$ cat src/rtl/uart_rx_pkg.sv
package uart_rx_pkg;
  localparam int OSR   = 16;
  localparam int OSR_W = $clog2(OSR);
  localparam int HALF  = OSR / 2;

  typedef enum logic [2:0] {
    ST_IDLE,
    ST_START,
    ST_DATA,
    ST_PAR,
    ST_STOP
  } rx_st_e;
endpackage

$ cat src/rtl/rx_sync.sv
module rx_sync #(
  parameter int STAGES = 2
) (
  input  logic clk_i,
  input  logic rst_ni,
  input  logic d_i,
  output logic q_o
);
  logic [STAGES-1:0] ff_q;

  always_ff @(posedge clk_i or negedge rst_ni) begin
    if (!rst_ni) ff_q <= '1;
    else         ff_q <= {ff_q[STAGES-2:0], d_i};
  end

  assign q_o = ff_q[STAGES-1];
endmodule

$ cat src/rtl/rx_tick_gen.sv
module rx_tick_gen #(
  parameter int TICK_DIV = 16
) (
  input  logic clk_i,
  input  logic rst_ni,
  output logic tick_o
);
  localparam int CW = (TICK_DIV > 1) ? $clog2(TICK_DIV) : 1;
  localparam logic [CW-1:0] LAST = CW'(TICK_DIV - 1);

  logic [CW-1:0] cnt_q;

  always_ff @(posedge clk_i or negedge rst_ni) begin
    if (!rst_ni)            cnt_q <= '0;
    else if (cnt_q == LAST) cnt_q <= '0;
    else                    cnt_q <= cnt_q + 1'b1;
  end

  assign tick_o = (cnt_q == LAST);
endmodule

$ cat src/rtl/rx_frame.sv
module rx_frame
  import uart_rx_pkg::*;
#(
  parameter int DATA_W = 8,
  parameter bit PAR_EN = 1'b1
) (
  input  logic              clk_i,
  input  logic              rst_ni,
  input  logic              tick_i,
  input  logic              rx_i,
  input  logic              msb_first_i,
  output logic              done_o,
  output logic [DATA_W-1:0] data_o,
  output logic              par_bad_o,
  output logic              stop_bad_o
);
  localparam int BW = (DATA_W > 1) ? $clog2(DATA_W) : 1;
  localparam logic [BW-1:0]    LAST_BIT = BW'(DATA_W - 1);
  localparam logic [OSR_W-1:0] MID      = OSR_W'(HALF - 1);
  localparam logic [OSR_W-1:0] FULL     = OSR_W'(OSR - 1);

  rx_st_e            st_q;
  logic [OSR_W-1:0]  tcnt_q;
  logic [BW-1:0]     bcnt_q;
  logic [DATA_W-1:0] sh_q;
  logic              par_acc_q;

  always_ff @(posedge clk_i or negedge rst_ni) begin
    if (!rst_ni) begin
      st_q       <= ST_IDLE;
      tcnt_q     <= '0;
      bcnt_q     <= '0;
      sh_q       <= '0;
      par_acc_q  <= 1'b0;
      done_o     <= 1'b0;
      par_bad_o  <= 1'b0;
      stop_bad_o <= 1'b0;
    end else begin
      done_o <= 1'b0;
      if (tick_i) begin
        unique case (st_q)
          ST_IDLE: if (!rx_i) begin
            st_q   <= ST_START;
            tcnt_q <= '0;
          end
          ST_START: begin
            if (tcnt_q == MID) begin
              // start bit must still be low at mid-bit
              st_q      <= rx_i ? ST_IDLE : ST_DATA;
              tcnt_q    <= '0;
              bcnt_q    <= '0;
              par_acc_q <= 1'b0;
              par_bad_o <= 1'b0;
            end else tcnt_q <= tcnt_q + 1'b1;
          end
          ST_DATA: begin
            if (tcnt_q == FULL) begin
              tcnt_q    <= '0;
              par_acc_q <= par_acc_q ^ rx_i;
              sh_q      <= msb_first_i ? {sh_q[DATA_W-2:0], rx_i}
                                       : {rx_i, sh_q[DATA_W-1:1]};
              if (bcnt_q == LAST_BIT) st_q <= PAR_EN ? ST_PAR : ST_STOP;
              else                    bcnt_q <= bcnt_q + 1'b1;
            end else tcnt_q <= tcnt_q + 1'b1;
          end
          ST_PAR: begin
            if (tcnt_q == FULL) begin
              tcnt_q    <= '0;
              par_bad_o <= par_acc_q ^ rx_i;
              st_q      <= ST_STOP;
            end else tcnt_q <= tcnt_q + 1'b1;
          end
          ST_STOP: begin
            if (tcnt_q == FULL) begin
              tcnt_q     <= '0;
              done_o     <= 1'b1;
              stop_bad_o <= !rx_i;
              st_q       <= ST_IDLE;
            end else tcnt_q <= tcnt_q + 1'b1;
          end
          default: st_q <= ST_IDLE;
        endcase
      end
    end
  end

  assign data_o = sh_q;
endmodule

$ cat src/rtl/rx_status.sv
module rx_status #(
  parameter int DATA_W = 8
) (
  input  logic              clk_i,
  input  logic              rst_ni,
  input  logic              done_i,
  input  logic [DATA_W-1:0] frame_data_i,
  input  logic              par_bad_i,
  input  logic              stop_bad_i,
  input  logic              rd_i,
  input  logic              rie_we_i,
  input  logic              rie_wd_i,
  input  logic              err_clr_we_i,
  input  logic              err_clr_wd_i,
  output logic [DATA_W-1:0] data_o,
  output logic              ready_o,
  output logic              par_err_o,
  output logic              ovr_err_o,
  output logic              frm_err_o,
  output logic              rie_o
);
  logic err_clr;
  assign err_clr = err_clr_we_i && !err_clr_wd_i;

  always_ff @(posedge clk_i or negedge rst_ni) begin
    if (!rst_ni) begin
      data_o    <= '0;
      ready_o   <= 1'b0;
      par_err_o <= 1'b0;
      ovr_err_o <= 1'b0;
      frm_err_o <= 1'b0;
      rie_o     <= 1'b0;
    end else begin
      if (rie_we_i) rie_o <= rie_wd_i;
      if (err_clr) begin
        par_err_o <= 1'b0;
        ovr_err_o <= 1'b0;
        frm_err_o <= 1'b0;
      end
      if (rd_i) ready_o <= 1'b0;
      // new events win over a clear in the same cycle
      if (done_i) begin
        if (ready_o && !rd_i) begin
          ovr_err_o <= 1'b1;
        end else begin
          data_o  <= frame_data_i;
          ready_o <= 1'b1;
          if (par_bad_i)  par_err_o <= 1'b1;
          if (stop_bad_i) frm_err_o <= 1'b1;
        end
      end
    end
  end
endmodule

$ cat src/rtl/uart_rx_flags.sv
module uart_rx_flags #(
  parameter int TICK_DIV = 16,
  parameter int DATA_W   = 8,
  parameter bit PAR_EN   = 1'b1
) (
  input  logic              clk_i,
  input  logic              rst_ni,
  input  logic              rx_i,
  input  logic              msb_first_i,
  input  logic              rd_i,
  input  logic              rie_we_i,
  input  logic              rie_wd_i,
  input  logic              err_clr_we_i,
  input  logic              err_clr_wd_i,
  output logic [DATA_W-1:0] data_o,
  output logic              ready_o,
  output logic              data_ok_o,
  output logic              par_err_o,
  output logic              ovr_err_o,
  output logic              frm_err_o,
  output logic              rie_o,
  output logic              irq_o
);
  logic              rx_s;
  logic              tick;
  logic              frm_done;
  logic [DATA_W-1:0] frm_data;
  logic              frm_par_bad;
  logic              frm_stop_bad;

  rx_sync #(.STAGES(2)) sync_i (
    .clk_i (clk_i),
    .rst_ni(rst_ni),
    .d_i   (rx_i),
    .q_o   (rx_s)
  );

  rx_tick_gen #(.TICK_DIV(TICK_DIV)) tick_i (
    .clk_i (clk_i),
    .rst_ni(rst_ni),
    .tick_o(tick)
  );

  rx_frame #(.DATA_W(DATA_W), .PAR_EN(PAR_EN)) frame_i (
    .clk_i      (clk_i),
    .rst_ni     (rst_ni),
    .tick_i     (tick),
    .rx_i       (rx_s),
    .msb_first_i(msb_first_i),
    .done_o     (frm_done),
    .data_o     (frm_data),
    .par_bad_o  (frm_par_bad),
    .stop_bad_o (frm_stop_bad)
  );

  rx_status #(.DATA_W(DATA_W)) status_i (
    .clk_i       (clk_i),
    .rst_ni      (rst_ni),
    .done_i      (frm_done),
    .frame_data_i(frm_data),
    .par_bad_i   (frm_par_bad),
    .stop_bad_i  (frm_stop_bad),
    .rd_i        (rd_i),
    .rie_we_i    (rie_we_i),
    .rie_wd_i    (rie_wd_i),
    .err_clr_we_i(err_clr_we_i),
    .err_clr_wd_i(err_clr_wd_i),
    .data_o      (data_o),
    .ready_o     (ready_o),
    .par_err_o   (par_err_o),
    .ovr_err_o   (ovr_err_o),
    .frm_err_o   (frm_err_o),
    .rie_o       (rie_o)
  );

  assign data_ok_o = ready_o && !frm_err_o;
  assign irq_o     = rie_o && (ready_o || par_err_o || ovr_err_o || frm_err_o);
endmodule

$ cat config.mk
export PLATFORM = sky130hd
export DESIGN_NAME = uart_rx_flags
export DESIGN_NICKNAME = d
export VERILOG_FILES = /design/src/rtl/uart_rx_pkg.sv /design/src/rtl/rx_sync.sv /design/src/rtl/rx_tick_gen.sv /design/src/rtl/rx_frame.sv /design/src/rtl/rx_status.sv /design/src/rtl/uart_rx_flags.sv
export SDC_FILE = /design/constraint.sdc
export NUM_CORES = 1
export LEC_CHECK = 0
export BUFFER_PORTS_ARGS = -buffer_cell sky130_fd_sc_hd__buf_4
export CAP_MARGIN = 15
export CORE_MARGIN = 2
export CORE_UTILIZATION = 35
export CTS_CLUSTER_DIAMETER = 80
export DETAILED_ROUTE_END_ITERATION = 6
export SLEW_MARGIN = 20
export SYNTH_ARGS = -nofsm -noshare
export SYNTH_HDL_FRONTEND = slang
export SYNTH_SLANG_ARGS = --single-unit
$ cat constraint.sdc
create_clock -name clk_i -period 5.04 [get_ports clk_i]
set_clock_uncertainty 0.15 [all_clocks]
set_input_delay 0 -clock clk_i [delete_from_list [all_inputs] [get_ports clk_i]]
set_output_delay 0 -clock clk_i [all_outputs]
set_load 0.005 [all_outputs]
==> impl_metrics.json <==
{
  "worstHoldEndpoint": "frame_i.data_o[3]",
  "htreeDepth": 2,
  "muxShareOfSynthArea_pct": 14.3,
  "grt_pass1_wl_mm": 6.36,
  "path_cells": "nor3b_2 > nand3_4 > mux2_2",
  "place_hpwl_mm": 2.50,
  "root_buffer": "clkbuf_8",
  "rr_worst_depth": 3,
  "gp_congestion": 0.814,
  "synth.avg_cell_area_um2": 11.7,
  "ys_ff_latch": 41,
  "dr.pass1.iters": 4,
  "wl_per_cell_um": 13.4,
  "syn-cell-area_um2": 2030,
  "viasPerCell": 5.10,
  "r2r_end": "frame_i.data_o[2]",
  "cap_viol_max_count": 0,
  "yosysSeqAreaShare_pct": 50.6,
  "port_buffers": 23,
  "endpoint_kind": "flop",
  "worst_pin_slew_ns": 0.518,
  "clk_pin_slew_ns": 0.08,
  "syn_inst": 173,
  "finalHoldViolCount": 0,
  "num_antenna_cells": 0,
  "dp_cells": 259,
  "nets": 214,
  "final-setup-viol-count": 0,
  "status": "finished, final reports clean",
  "core_area_um2": 5540,
  "synth_compound_area_share_pct": 12.3,
  "synth-xor-area-share_pct": 1.72,
  "grtUsageTotal_pct": 12.9,
  "insertion_delay_ns": 0.29,
  "drc": 0,
  "final_layout_size_suffix_gt1_share_pct": 30.8,
  "max_freq_ghz": 0.504,
  "min-delay-start": "msb_first_i",
  "synthToLayoutAreaGrowth_pct": 19.2,
  "start_util_pct": 36.7,
  "cp.arrival_ns": 2.01,
  "worstPathRequired_ns": 5.07,
  "rows": 27,
  "fillerInstances": 543,
  "die_h_um": 80.2,
  "synth_nets": 186,
  "worstPathBufferInverterCount": 0,
  "antenna_found_initial": 0,
  "clock_path_buffers": 2,
  "grt_max_degree": 42,
  "fin_tns_setup_ns": 0,
  "ir_worst_vdd_uv": 96.5,
  "hold_path.class": "primary input to flop",
  "max_stage_delay_ns": 0.64,
  "synthSimpleGateAreaFrac_pct": 13.8,
  "ant_nets": 0,
  "synth_top_family_by_area": "multiplexers",
  "yosysWarningCount": 0,
  "synth_ff_type": "dfrtp_1",
  "dieArea_um2": 6430,
  "io_pins": 24,
  "routed_wl_mm": 3.67,
  "synth.distinct_cells": 48,
  "power_w": 0.000608,
  "async_flop_share_pct": 100,
  "synth_edf_count": 0,
  "cts.sinks": 41,
  "finalMaxSlewViolations": 0,
  "cts_tree": "done",
  "cts_inserted_buffers": 5,
  "multi_input_area_um2": 907,
  "start_kind": "flop",
  "hold_depth": 3,
  "post-cts-setup-buffers": 0,
  "fin_crit_ns": 1.99,
  "grt-ovfl-total": 0,
  "vias": 1391,
  "crit_family": "simple AND/OR/NAND/NOR gates",
  "place_area_um2": 2250,
  "synthAdderAreaFrac_pct": 2.46,
  "die-width_um": 80.2,
  "grt_pass1_vias": 1361,
  "finalCritPeriodShare_pct": 39.4,
  "power_density_nw_per_um2": 251,
  "slew_headroom_pct": 65.5,
  "ff2ff_setup_slack_ns": 3.05,
  "p_leak_nw": 1.11,
  "drt_iter0_drc": 50,
  "rsz0062_at_grt": "no",
  "final_cells": 273,
  "cp_slowest_cell": "dfrtp_1",
  "ff_latch_area_um2": 1030,
  "critPathMaxFanout": 18,
  "critPathKind": "flop to flop",
  "r2r-start": "frame_i.st_q[1]",
  "finalInstanceArea_um2": 2420
}
-- sequential cells by signal, indices dropped and copies added, names as in the netlist --
register	flops
status_i.data_o	8
frame_i.st_q	3
frame_i.par_bad_o	1
status_i.ovr_err_o	1
frame_i.par_acc_q	1
status_i.rie_o	1
status_i.frm_err_o	1
frame_i.data_o	8
frame_i.bcnt_q	3
frame_i.tcnt_q	4
frame_i.done_o	1
sync_i.ff_q	2
tick_i.cnt_q	4
status_i.ready_o	1
frame_i.stop_bad_o	1
status_i.par_err_o	1
-- area by class of cell --
cell class                      instances  area share, %
Clock inverter                          2           1.45
Multi-Input combinational cell        110           37.5
Timing Repair Buffer                   30           10.0
Sequential cell                        41           42.5
Inverter                               13           2.02
Clock buffer                            5           2.84
Tap cell                               72           3.72
-- routing by layer --
metal  wire length [um]  vias to the layer above  global-route usage [%]
met5                  0                        -                       0
met4                 69                        0                    5.59
met3                152                        5                    3.71
met2               1630                       28                    19.9
met1               1820                      670                    16.7
li1                   -                      688                       -
-- kinds of logic (layout without fill, tap and decap cells) --
family / after synthesis / in the layout
and+or+nand+nor: 44 / 44
muxes: 26 / 26
xor gates and xnor gates: 4 / 4
adders and majority gates: 4 / 4
buffers and inverters: 22 / 50
DFF: 41 / 41
AOI/OAI and AO/OA: 32 / 32
-- worst min-delay path, cell delays in order --
cell and delay [ns]:
buf_4 0.14, mux2_2 0.16, mux2_2 0.13
-- cell usage after synthesis, drive strengths merged (2+ instances only) --
| cell | n | share of area, % |
|---|---|---|
| inv | 13 | 2.4 |
| buf | 6 | 1.8 |
| nor2b | 3 | 0.92 |
| o31ai | 3 | 1.1 |
| xnor2 | 2 | 0.86 |
| dfstp | 2 | 2.6 |
| nand3 | 8 | 2.6 |
| clkbuf | 3 | 0.55 |
| and3 | 2 | 0.62 |
| nand4 | 3 | 0.92 |
| a2111oi | 2 | 1.8 |
| o211ai | 2 | 0.74 |
| o21ai | 8 | 2.0 |
| dfrtp | 39 | 48 |
| nand3b | 2 | 0.74 |
| ha | 4 | 2.5 |
| or3 | 2 | 0.62 |
| a21oi | 2 | 0.49 |
| nand2b | 3 | 0.92 |
| o2bb2ai | 2 | 0.86 |
| o221ai | 2 | 0.86 |
| nand2 | 10 | 1.8 |
| and4 | 2 | 0.86 |
| xor2 | 2 | 0.86 |
| a31oi | 3 | 0.92 |
| nor2 | 2 | 0.37 |
| mux2 | 25 | 14 |
-- power by group --
group	total, W	switching [W]	internal (W)
Sequential	0.000333	0.00000198	0.000331
Combinational	0.0000222	0.0000100	0.0000122
Clock	0.000253	0.000109	0.000144
Total	0.000608	0.000121	0.000487
-- worst max path at each step --
stage	to	start	depth (start not counted)
2_1_floorplan	frame_i.data_o[0]	frame_i.tcnt_q[0]	5
4_1_cts	frame_i.data_o[2]	frame_i.st_q[1]	3
3_5_place_dp	frame_i.data_o[7]	frame_i.st_q[1]	3
3_3_place_gp	frame_i.data_o[2]	frame_i.st_q[1]	3
5_1_grt	frame_i.data_o[2]	frame_i.st_q[1]	3
6_report	frame_i.data_o[2]	frame_i.st_q[1]	3
-- cell usage in the layout, fill, tap and decap left out, types with 2 or more instances in the layout --
master,synthesis,routed
o31ai_1,3,3
nand4_1,3,3
o211ai_1,2,2
a31oi_1,3,3
xnor2_1,2,2
nand2_1,10,10
dfrtp_1,39,39
o221ai_1,2,2
nand2b_1,3,3
o21ai_0,8,8
nand3_1,7,7
nand3b_1,2,2
dfstp_2,2,2
o2bb2ai_1,2,2
clkbuf_8,0,5
mux2_2,25,25
nor2_1,2,2
xor2_1,2,2
a21oi_1,2,2
buf_4,1,23
and3_1,2,2
nor2b_1,3,3
inv_1,13,13
dlygate4sd3_1,0,7
or3_1,2,2
and4_1,2,2
ha_1,4,4
-- repair_timing --
item                      CTS  global route
hold endpoints to repair   47             0
gates resized for setup     0             0
hold buffers                7             0
-- stage by stage --
step | worst slack [ns] | hold slack [ns] | util, %
2_1_floorplan | 3.33 | -0.446 | -
3_3_place_gp | 3.10 | -0.135 | 40.6
3_5_place_dp | 3.07 | -0.131 | 40.6
4_1_cts | 3.06 | 0.00622 | 43.7
5_1_grt | 2.88 | 0.0254 | 43.7
6_report | 3.05 | 0.00959 | 43.7
No activity file was read; power rests on OpenSTA's default activity.
